**src/rtl/cfg_port_pkg.sv**
```systemverilog
package cfg_port_pkg;

   // Kind of access presented on the strobe interface in one cycle
   typedef enum logic [2:0] {
      ACC_NONE    = 3'd0,
      ACC_IDX_WR  = 3'd1,
      ACC_IDX_RD  = 3'd2,
      ACC_DATA_WR = 3'd3,
      ACC_DATA_RD = 3'd4,
      ACC_FOREIGN = 3'd5
   } acc_kind_e;

   // Reset contents of register n
   function automatic logic [31:0] cfg_reset_value(input int unsigned n);
      case (n)
         0:       return 32'h1F;
         1:       return 32'h8F;
         2:       return 32'hF0;
         7:       return 32'h70;
         9:       return 32'h70;
         default: return 32'h00;
      endcase
   endfunction

   // Bits of register n that a data write leaves untouched
   function automatic logic [31:0] cfg_keep_mask(input int unsigned n);
      return (n == 0) ? 32'hC0 : 32'h00;
   endfunction

endpackage

```
**src/rtl/cfg_access_decode.sv**
```systemverilog
module cfg_access_decode
   import cfg_port_pkg::*;
#(
   parameter int unsigned         ADDR_W     = 8,
   parameter logic [ADDR_W-1:0]   INDEX_PORT = 'h22,
   parameter logic [ADDR_W-1:0]   DATA_PORT  = 'h24
) (
   input  logic              io_wr,
   input  logic              io_rd,
   input  logic [ADDR_W-1:0] io_addr,
   output acc_kind_e         acc
);

   logic at_index;
   logic at_data;

   assign at_index = (io_addr == INDEX_PORT);
   assign at_data  = (io_addr == DATA_PORT);

   // A write strobe wins over a read strobe in the same cycle
   always_comb begin
      acc = ACC_NONE;
      if (io_wr) begin
         if (at_index)     acc = ACC_IDX_WR;
         else if (at_data) acc = ACC_DATA_WR;
         else              acc = ACC_FOREIGN;
      end else if (io_rd) begin
         if (at_index)     acc = ACC_IDX_RD;
         else if (at_data) acc = ACC_DATA_RD;
         else              acc = ACC_FOREIGN;
      end
   end

endmodule

```
**src/rtl/cfg_index_reg.sv**
```systemverilog
module cfg_index_reg
   import cfg_port_pkg::*;
#(
   parameter int unsigned       DATA_W   = 8,
   parameter int unsigned       NUM_REGS = 12,
   parameter logic [DATA_W-1:0] REG_BASE = 'h70
) (
   input  logic                clk,
   input  logic                rst_n,
   input  acc_kind_e           acc,
   input  logic [DATA_W-1:0]   io_wdata,
   output logic [DATA_W-1:0]   index_q,
   output logic [NUM_REGS-1:0] sel,
   output logic                hit
);

   logic [DATA_W-1:0] reg_num;

   // One-shot index: loaded by the index port, consumed by any data access
   always_ff @(posedge clk or negedge rst_n) begin
      if (!rst_n) begin
         index_q <= '1;
      end else begin
         case (acc)
            ACC_IDX_WR:              index_q <= io_wdata;
            ACC_DATA_WR, ACC_DATA_RD: index_q <= '1;
            default:                 index_q <= index_q;
         endcase
      end
   end

   assign reg_num = index_q - REG_BASE;

   for (genvar i = 0; i < NUM_REGS; i++) begin : g_sel
      assign sel[i] = (reg_num == DATA_W'(i));
   end

   assign hit = |sel;

endmodule

```
**src/rtl/cfg_reg_bank.sv**
```systemverilog
module cfg_reg_bank
   import cfg_port_pkg::*;
#(
   parameter int unsigned DATA_W    = 8,
   parameter int unsigned NUM_REGS  = 12,
   parameter int unsigned MEM_FIRST = 2,
   parameter int unsigned MEM_LAST  = 5,
   localparam int unsigned FLAT_W   = NUM_REGS * DATA_W
) (
   input  logic                clk,
   input  logic                rst_n,
   input  logic                wr_en,
   input  logic [NUM_REGS-1:0] sel,
   input  logic [DATA_W-1:0]   io_wdata,
   output logic [FLAT_W-1:0]   regs_flat,
   output logic                map_update
);

   logic [NUM_REGS-1:0] mem_sel;

   for (genvar i = 0; i < NUM_REGS; i++) begin : g_reg
      localparam logic [DATA_W-1:0] RST_VAL  = DATA_W'(cfg_reset_value(i));
      localparam logic [DATA_W-1:0] KEEP_MSK = DATA_W'(cfg_keep_mask(i));
      logic [DATA_W-1:0] q;

      if (KEEP_MSK == '0) begin : g_full
         always_ff @(posedge clk or negedge rst_n) begin
            if (!rst_n)                q <= RST_VAL;
            else if (wr_en && sel[i])  q <= io_wdata;
         end
      end else begin : g_masked
         always_ff @(posedge clk or negedge rst_n) begin
            if (!rst_n)                q <= RST_VAL;
            else if (wr_en && sel[i])  q <= (q & KEEP_MSK) | (io_wdata & ~KEEP_MSK);
         end
      end

      assign regs_flat[i*DATA_W +: DATA_W] = q;

      if ((i >= MEM_FIRST) && (i <= MEM_LAST)) begin : g_mem
         assign mem_sel[i] = sel[i];
      end else begin : g_plain
         assign mem_sel[i] = 1'b0;
      end
   end

   always_ff @(posedge clk or negedge rst_n) begin
      if (!rst_n) map_update <= 1'b0;
      else        map_update <= wr_en && (|mem_sel);
   end

endmodule

```
**src/rtl/cfg_read_port.sv**
```systemverilog
module cfg_read_port
   import cfg_port_pkg::*;
#(
   parameter int unsigned DATA_W   = 8,
   parameter int unsigned NUM_REGS = 12,
   localparam int unsigned FLAT_W  = NUM_REGS * DATA_W
) (
   input  logic                clk,
   input  logic                rst_n,
   input  acc_kind_e           acc,
   input  logic [NUM_REGS-1:0] sel,
   input  logic                hit,
   input  logic [FLAT_W-1:0]   regs_flat,
   output logic [DATA_W-1:0]   io_rdata
);

   logic [DATA_W-1:0] mux_val;

   always_comb begin
      mux_val = '0;
      for (int i = 0; i < NUM_REGS; i++) begin
         if (sel[i]) mux_val = mux_val | regs_flat[i*DATA_W +: DATA_W];
      end
   end

   always_ff @(posedge clk or negedge rst_n) begin
      if (!rst_n) begin
         io_rdata <= '1;
      end else begin
         case (acc)
            ACC_DATA_RD: io_rdata <= hit ? mux_val : '1;
            ACC_IDX_RD:  io_rdata <= '1;
            default:     io_rdata <= io_rdata;
         endcase
      end
   end

endmodule

```
**src/rtl/cfg_index_port.sv**
```systemverilog
module cfg_index_port
   import cfg_port_pkg::*;
#(
   parameter int unsigned        ADDR_W     = 8,
   parameter int unsigned        DATA_W     = 8,
   parameter int unsigned        NUM_REGS   = 12,
   parameter logic [ADDR_W-1:0]  INDEX_PORT = 'h22,
   parameter logic [ADDR_W-1:0]  DATA_PORT  = 'h24,
   parameter logic [DATA_W-1:0]  REG_BASE   = 'h70,
   parameter int unsigned        MEM_FIRST  = 2,
   parameter int unsigned        MEM_LAST   = 5,
   parameter int unsigned        CTRL_REG   = 6,
   parameter int unsigned        DIV_W      = 2,
   parameter int unsigned        HALT_BIT   = 6,
   localparam int unsigned       FLAT_W     = NUM_REGS * DATA_W
) (
   input  logic              clk,
   input  logic              rst_n,
   input  logic [ADDR_W-1:0] io_addr,
   input  logic              io_wr,
   input  logic              io_rd,
   input  logic [DATA_W-1:0] io_wdata,
   output logic [DATA_W-1:0] io_rdata,
   output logic [FLAT_W-1:0] cfg_regs,
   output logic              map_update,
   output logic [DIV_W-1:0]  clk_div_sel,
   output logic              halt_reset_en
);

   // Elaboration-time parameter checks
   if (NUM_REGS < 1 || NUM_REGS > (1 << DATA_W)) begin : g_bad_num
      $error("cfg_index_port: NUM_REGS out of range");
   end
   if (INDEX_PORT == DATA_PORT) begin : g_bad_ports
      $error("cfg_index_port: index and data ports must differ");
   end
   if (MEM_FIRST > MEM_LAST || MEM_LAST >= NUM_REGS) begin : g_bad_mem
      $error("cfg_index_port: memory-map register range invalid");
   end
   if (CTRL_REG >= NUM_REGS || DIV_W > DATA_W || HALT_BIT >= DATA_W) begin : g_bad_ctrl
      $error("cfg_index_port: control register fields invalid");
   end

   acc_kind_e           acc;
   logic [DATA_W-1:0]   index_q;
   logic [NUM_REGS-1:0] sel;
   logic                hit;
   logic [DATA_W-1:0]   ctrl_q;

   cfg_access_decode #(
      .ADDR_W    (ADDR_W),
      .INDEX_PORT(INDEX_PORT),
      .DATA_PORT (DATA_PORT)
   ) u_decode (
      .io_wr  (io_wr),
      .io_rd  (io_rd),
      .io_addr(io_addr),
      .acc    (acc)
   );

   cfg_index_reg #(
      .DATA_W  (DATA_W),
      .NUM_REGS(NUM_REGS),
      .REG_BASE(REG_BASE)
   ) u_index (
      .clk     (clk),
      .rst_n   (rst_n),
      .acc     (acc),
      .io_wdata(io_wdata),
      .index_q (index_q),
      .sel     (sel),
      .hit     (hit)
   );

   cfg_reg_bank #(
      .DATA_W   (DATA_W),
      .NUM_REGS (NUM_REGS),
      .MEM_FIRST(MEM_FIRST),
      .MEM_LAST (MEM_LAST)
   ) u_bank (
      .clk       (clk),
      .rst_n     (rst_n),
      .wr_en     (acc == ACC_DATA_WR),
      .sel       (sel),
      .io_wdata  (io_wdata),
      .regs_flat (cfg_regs),
      .map_update(map_update)
   );

   cfg_read_port #(
      .DATA_W  (DATA_W),
      .NUM_REGS(NUM_REGS)
   ) u_read (
      .clk      (clk),
      .rst_n    (rst_n),
      .acc      (acc),
      .sel      (sel),
      .hit      (hit),
      .regs_flat(cfg_regs),
      .io_rdata (io_rdata)
   );

   assign ctrl_q        = cfg_regs[CTRL_REG*DATA_W +: DATA_W];
   assign clk_div_sel   = ctrl_q[DIV_W-1:0];
   assign halt_reset_en = ctrl_q[HALT_BIT];

endmodule

```
**config.mk**
```make
export PLATFORM = sky130hd
export DESIGN_NAME = cfg_index_port
export DESIGN_NICKNAME = d
export VERILOG_FILES = /design/src/rtl/cfg_port_pkg.sv /design/src/rtl/cfg_access_decode.sv /design/src/rtl/cfg_index_reg.sv /design/src/rtl/cfg_reg_bank.sv /design/src/rtl/cfg_read_port.sv /design/src/rtl/cfg_index_port.sv
export SDC_FILE = /design/constraint.sdc
export NUM_CORES = 1
export LEC_CHECK = 0
export ABC_AREA = 1
export BUFFER_PORTS_ARGS = -buffer_cell sky130_fd_sc_hd__buf_2
export CORE_AREA = 5 5 124 126
export CTS_CLUSTER_DIAMETER = 30
export DETAILED_ROUTE_END_ITERATION = 7
export DIE_AREA = 0 0 129 131
export SLEW_MARGIN = 25
export SYNTH_ARGS = -nofsm -noshare
export SYNTH_HDL_FRONTEND = slang
export SYNTH_SLANG_ARGS = --single-unit
```
**constraint.sdc**
```tcl
create_clock -name clk -period 3.7 [get_ports clk]
set_input_delay 0.185 -clock clk [delete_from_list [all_inputs] [get_ports clk]]
set_output_delay 0.185 -clock clk [all_outputs]
set_load 0.02 [all_outputs]
```
==> results.sh <==
export IMPL_outcome="finished, final reports clean"
export IMPL_post_drt_via_cell_ratio=5.16
export IMPL_netlist_instances=663
export IMPL_hold_path_class="in2reg"
export IMPL_crit_fanout=31
export IMPL_post_cts_buffers=0
export IMPL_seqCellArea_sq_mm=0.00282
export IMPL_dr_pass1_iters=5
export IMPL_crit_type="reg2reg"
export IMPL_worst_slew_pin_slew_ns=0.689
export IMPL_setup_worst_path_end_class="register"
export IMPL_gp_congestion=0.890
export IMPL_clk_latency_ns=0.35
export IMPL_coreArea_sq_mm=0.0142
export IMPL_layout_common_cells="nand2_1 (167), buf_2 (124), nand3_1 (110)"
export IMPL_p_total_mw=2.63
export IMPL_grtUsageMet3_pct=3.82
export IMPL_grt_total_usage_pct=20.6
export IMPL_ys_seq_area_share_pct=50.9
export IMPL_path_buf_inv=1
export IMPL_cp_required_ns=3.98
export IMPL_cts_buffers=9
export IMPL_final_common_cell="nand2_1"
export IMPL_maxSlewViolCount=0
export IMPL_synth_avg_cell_area_sq_um=8.36
export IMPL_path_delay_family="simple AND/OR/NAND/NOR gates"
export IMPL_crit_path_start_kind="register"
export IMPL_crit_slowest_cell="nor2_4"
export IMPL_cts_tree="done"
export IMPL_die_area_sq_mm=0.0169
export IMPL_setup_viol=0
export IMPL_grt_most_used_layer="met2"
export IMPL_powerDensity_mw_per_mm2=401
export IMPL_fin_crit_sh_pct=61.8
export IMPL_rsz0062_at_grt="no"
export IMPL_cap_violations=0
export IMPL_layout_min_cycle_time_ns=2.29
export IMPL_grt_pass1_wl_um=26700
export IMPL_path_cells="nand2_1 -> nor2_4 -> buf_4 -> nand2_1 -> nand2_1 -> nor2_1 -> nand3_1 -> nand2_2 -> nor2_1 -> nor2_1"
export IMPL_fin_nets=788
export IMPL_drt_iter0_markers=404
export IMPL_max_freq_ghz=0.437
export IMPL_hold_viol=0
export IMPL_drc_errors=0
export IMPL_rows=44
export IMPL_cts_sinks=111
export IMPL_critPathMaxStageDelay_ns=0.55
export IMPL_ys_warn_count=0
export IMPL_drt_total_wl_um=17100
export IMPL_dp_hpwl_um=12700
export IMPL_n_antenna_cell=0
export IMPL_fill_cells=1444
export IMPL_antenna_found_initial=0
export IMPL_grt_ovfl_total=0
export IMPL_num_vias=4942
export IMPL_ir_worst_vdd_uv=253
export IMPL_portBuffers=125
export IMPL_syn2layout_area_growth_pct=18.3
export IMPL_gr_usage_met1_pct=28.4
export IMPL_start_util_pct=39.0
export IMPL_fin_setup_tns_ns=0
export IMPL_io_pins=128
export IMPL_arrival_ns=2.57
export IMPL_grt_max_degree=46
export IMPL_multiInputGateArea_sq_mm=0.00232
export IMPL_hold_ws_ns=0.178
export IMPL_slew_headroom_pct=54.0
export IMPL_p_leak_nw=3.42
export IMPL_detail_route_wl_per_cell_um=17.9
export IMPL_met2_usage_pct=32.4
export IMPL_h_tree_depth=3
export IMPL_grt_pass1_vias=4884
export IMPL_die_w_um=129
export IMPL_cts_root_buf="clkbuf_16"
export IMPL_die_h_um=131
export IMPL_clockBufferDepth=2
export IMPL_clk_pin_slew_ns=0.07
export IMPL_postRouteAntennaNets=0
export IMPL_drive_gt1_share_pct=29.6
export IMPL_synth_area_sq_mm=0.00554
export IMPL_ys_types=24
export IMPL_skew_ns=0.00993
export IMPL_ys_ff_latch=111
-- report_power, final --
group | internal [mW] | switching, mW
sequential | 1.26 | 0.0167
clock | 0.700 | 0.430
combinational | 0.0494 | 0.175
-- cell type report --
class / instances / share of cell area [%]
clock inverters: 3 / 1.37
flip-flops and latches: 111 / 43.0
inverters: 37 / 2.12
clock buffers: 13 / 3.97
repair buffers: 131 / 10.6
well taps: 184 / 3.51
multi-input cells: 478 / 35.4
-- synth_stat cells --
cell type    n  area, sq um
conb_1       1         3.75
dfstp_2     36          946
nand3_4      7          123
buf_12       1         20.0
buf_4        6         45.0
clkbuf_1    10         37.5
buf_2       12         60.1
nor2_8       1         20.0
nor2_1      66          248
nor2_4       2         22.5
dfrtp_1     75         1880
o21ai_1     64          320
nor2_2      12         75.1
inv_1       33          124
nand2_2      2         12.5
o21ai_0     23          115
nand2_4      3         33.8
o21ai_2     16          140
nand3_1    110          551
nand2_1    167          627
buf_6        9          101
inv_2        4         15.0
nor3_1       1         5.00
nand3_2      2         20.0
-- routing by layer --
metal | vias to the layer above | wire, um
met5 | - | 0
met4 | 0 | 480
met3 | 28 | 935
met2 | 184 | 7810
met1 | 2346 | 7860
li1 | 2384 | -
-- through the flow --
| stage | worst slack [ns] | std cells | instance area, sq um | util (%) |
|---|---|---|---|---|
| floorplan | 2.07 | 664 | 5550 | - |
| global placement | 1.44 | 939 | 6170 | 43.4 |
| detailed placement | 1.39 | 940 | 6200 | 43.6 |
| CTS | 1.44 | 957 | 6560 | 46.2 |
| global route | 1.19 | 957 | 6560 | 46.2 |
| finish | 1.41 | 957 | 6560 | 46.2 |
-- registers in the layout, indices dropped and copies added (netlist names) --
signal and flops:
u_index.index_q 8, u_bank.map_update 1, u_read.io_rdata 8, u_bank.g.q 94
-- repair_timing --
| item | 4_1_cts | 5_1_grt |
|---|---|---|
| hold buffers | 1 | 0 |
| endpoints found under the hold margin | 30 | 0 |
| resized for setup | 0 | 0 |
-- kinds of logic after synthesis --
logic type	Yosys count	synth area share [%]
and+or+nand+nor	373	31.3
other	1	0.0677
AOI/OAI and AO/OA	103	10.4
buffers and inverters	75	7.27
DFF	111	50.9
-- path summary, 6_finish.rpt --
kind | from | endpoint | slack (ns) | depth (start not counted)
worst min-delay path | io_wdata[6] | u_index.index_q[6]$_DFFE_PN1P_ | 0.18 | 5
worst max register to register | u_index.index_q[5]$_DFFE_PN1P_ | u_read.io_rdata[0]$_DFFE_PN1P_ | 1.41 | 10
worst max-delay path | u_index.index_q[5]$_DFFE_PN1P_ | u_read.io_rdata[0]$_DFFE_PN1P_ | 1.41 | 10
min in group asynchronous | rst_n | u_bank.g_reg[11].q[2]$_DFFE_PN0P_ | 0.37 | 2
worst min register to register | u_bank.g_reg[0].q[1]$_DFFE_PN1P_ | u_bank.g_reg[0].q[1]$_DFFE_PN1P_ | 0.49 | 2
max in group asynchronous | rst_n | u_bank.g_reg[0].q[0]$_DFFE_PN1P_ | 2.52 | 3
-- worst register-to-register path, delay by kind of cell (launching register included) --
family / cells / cell delay (ns)
AND/OR/NAND/NOR: 9 / 1.27
flip-flops: 1 / 0.53
buffers and inverters: 1 / 0.42
Power figures use the tool's default switching activity.
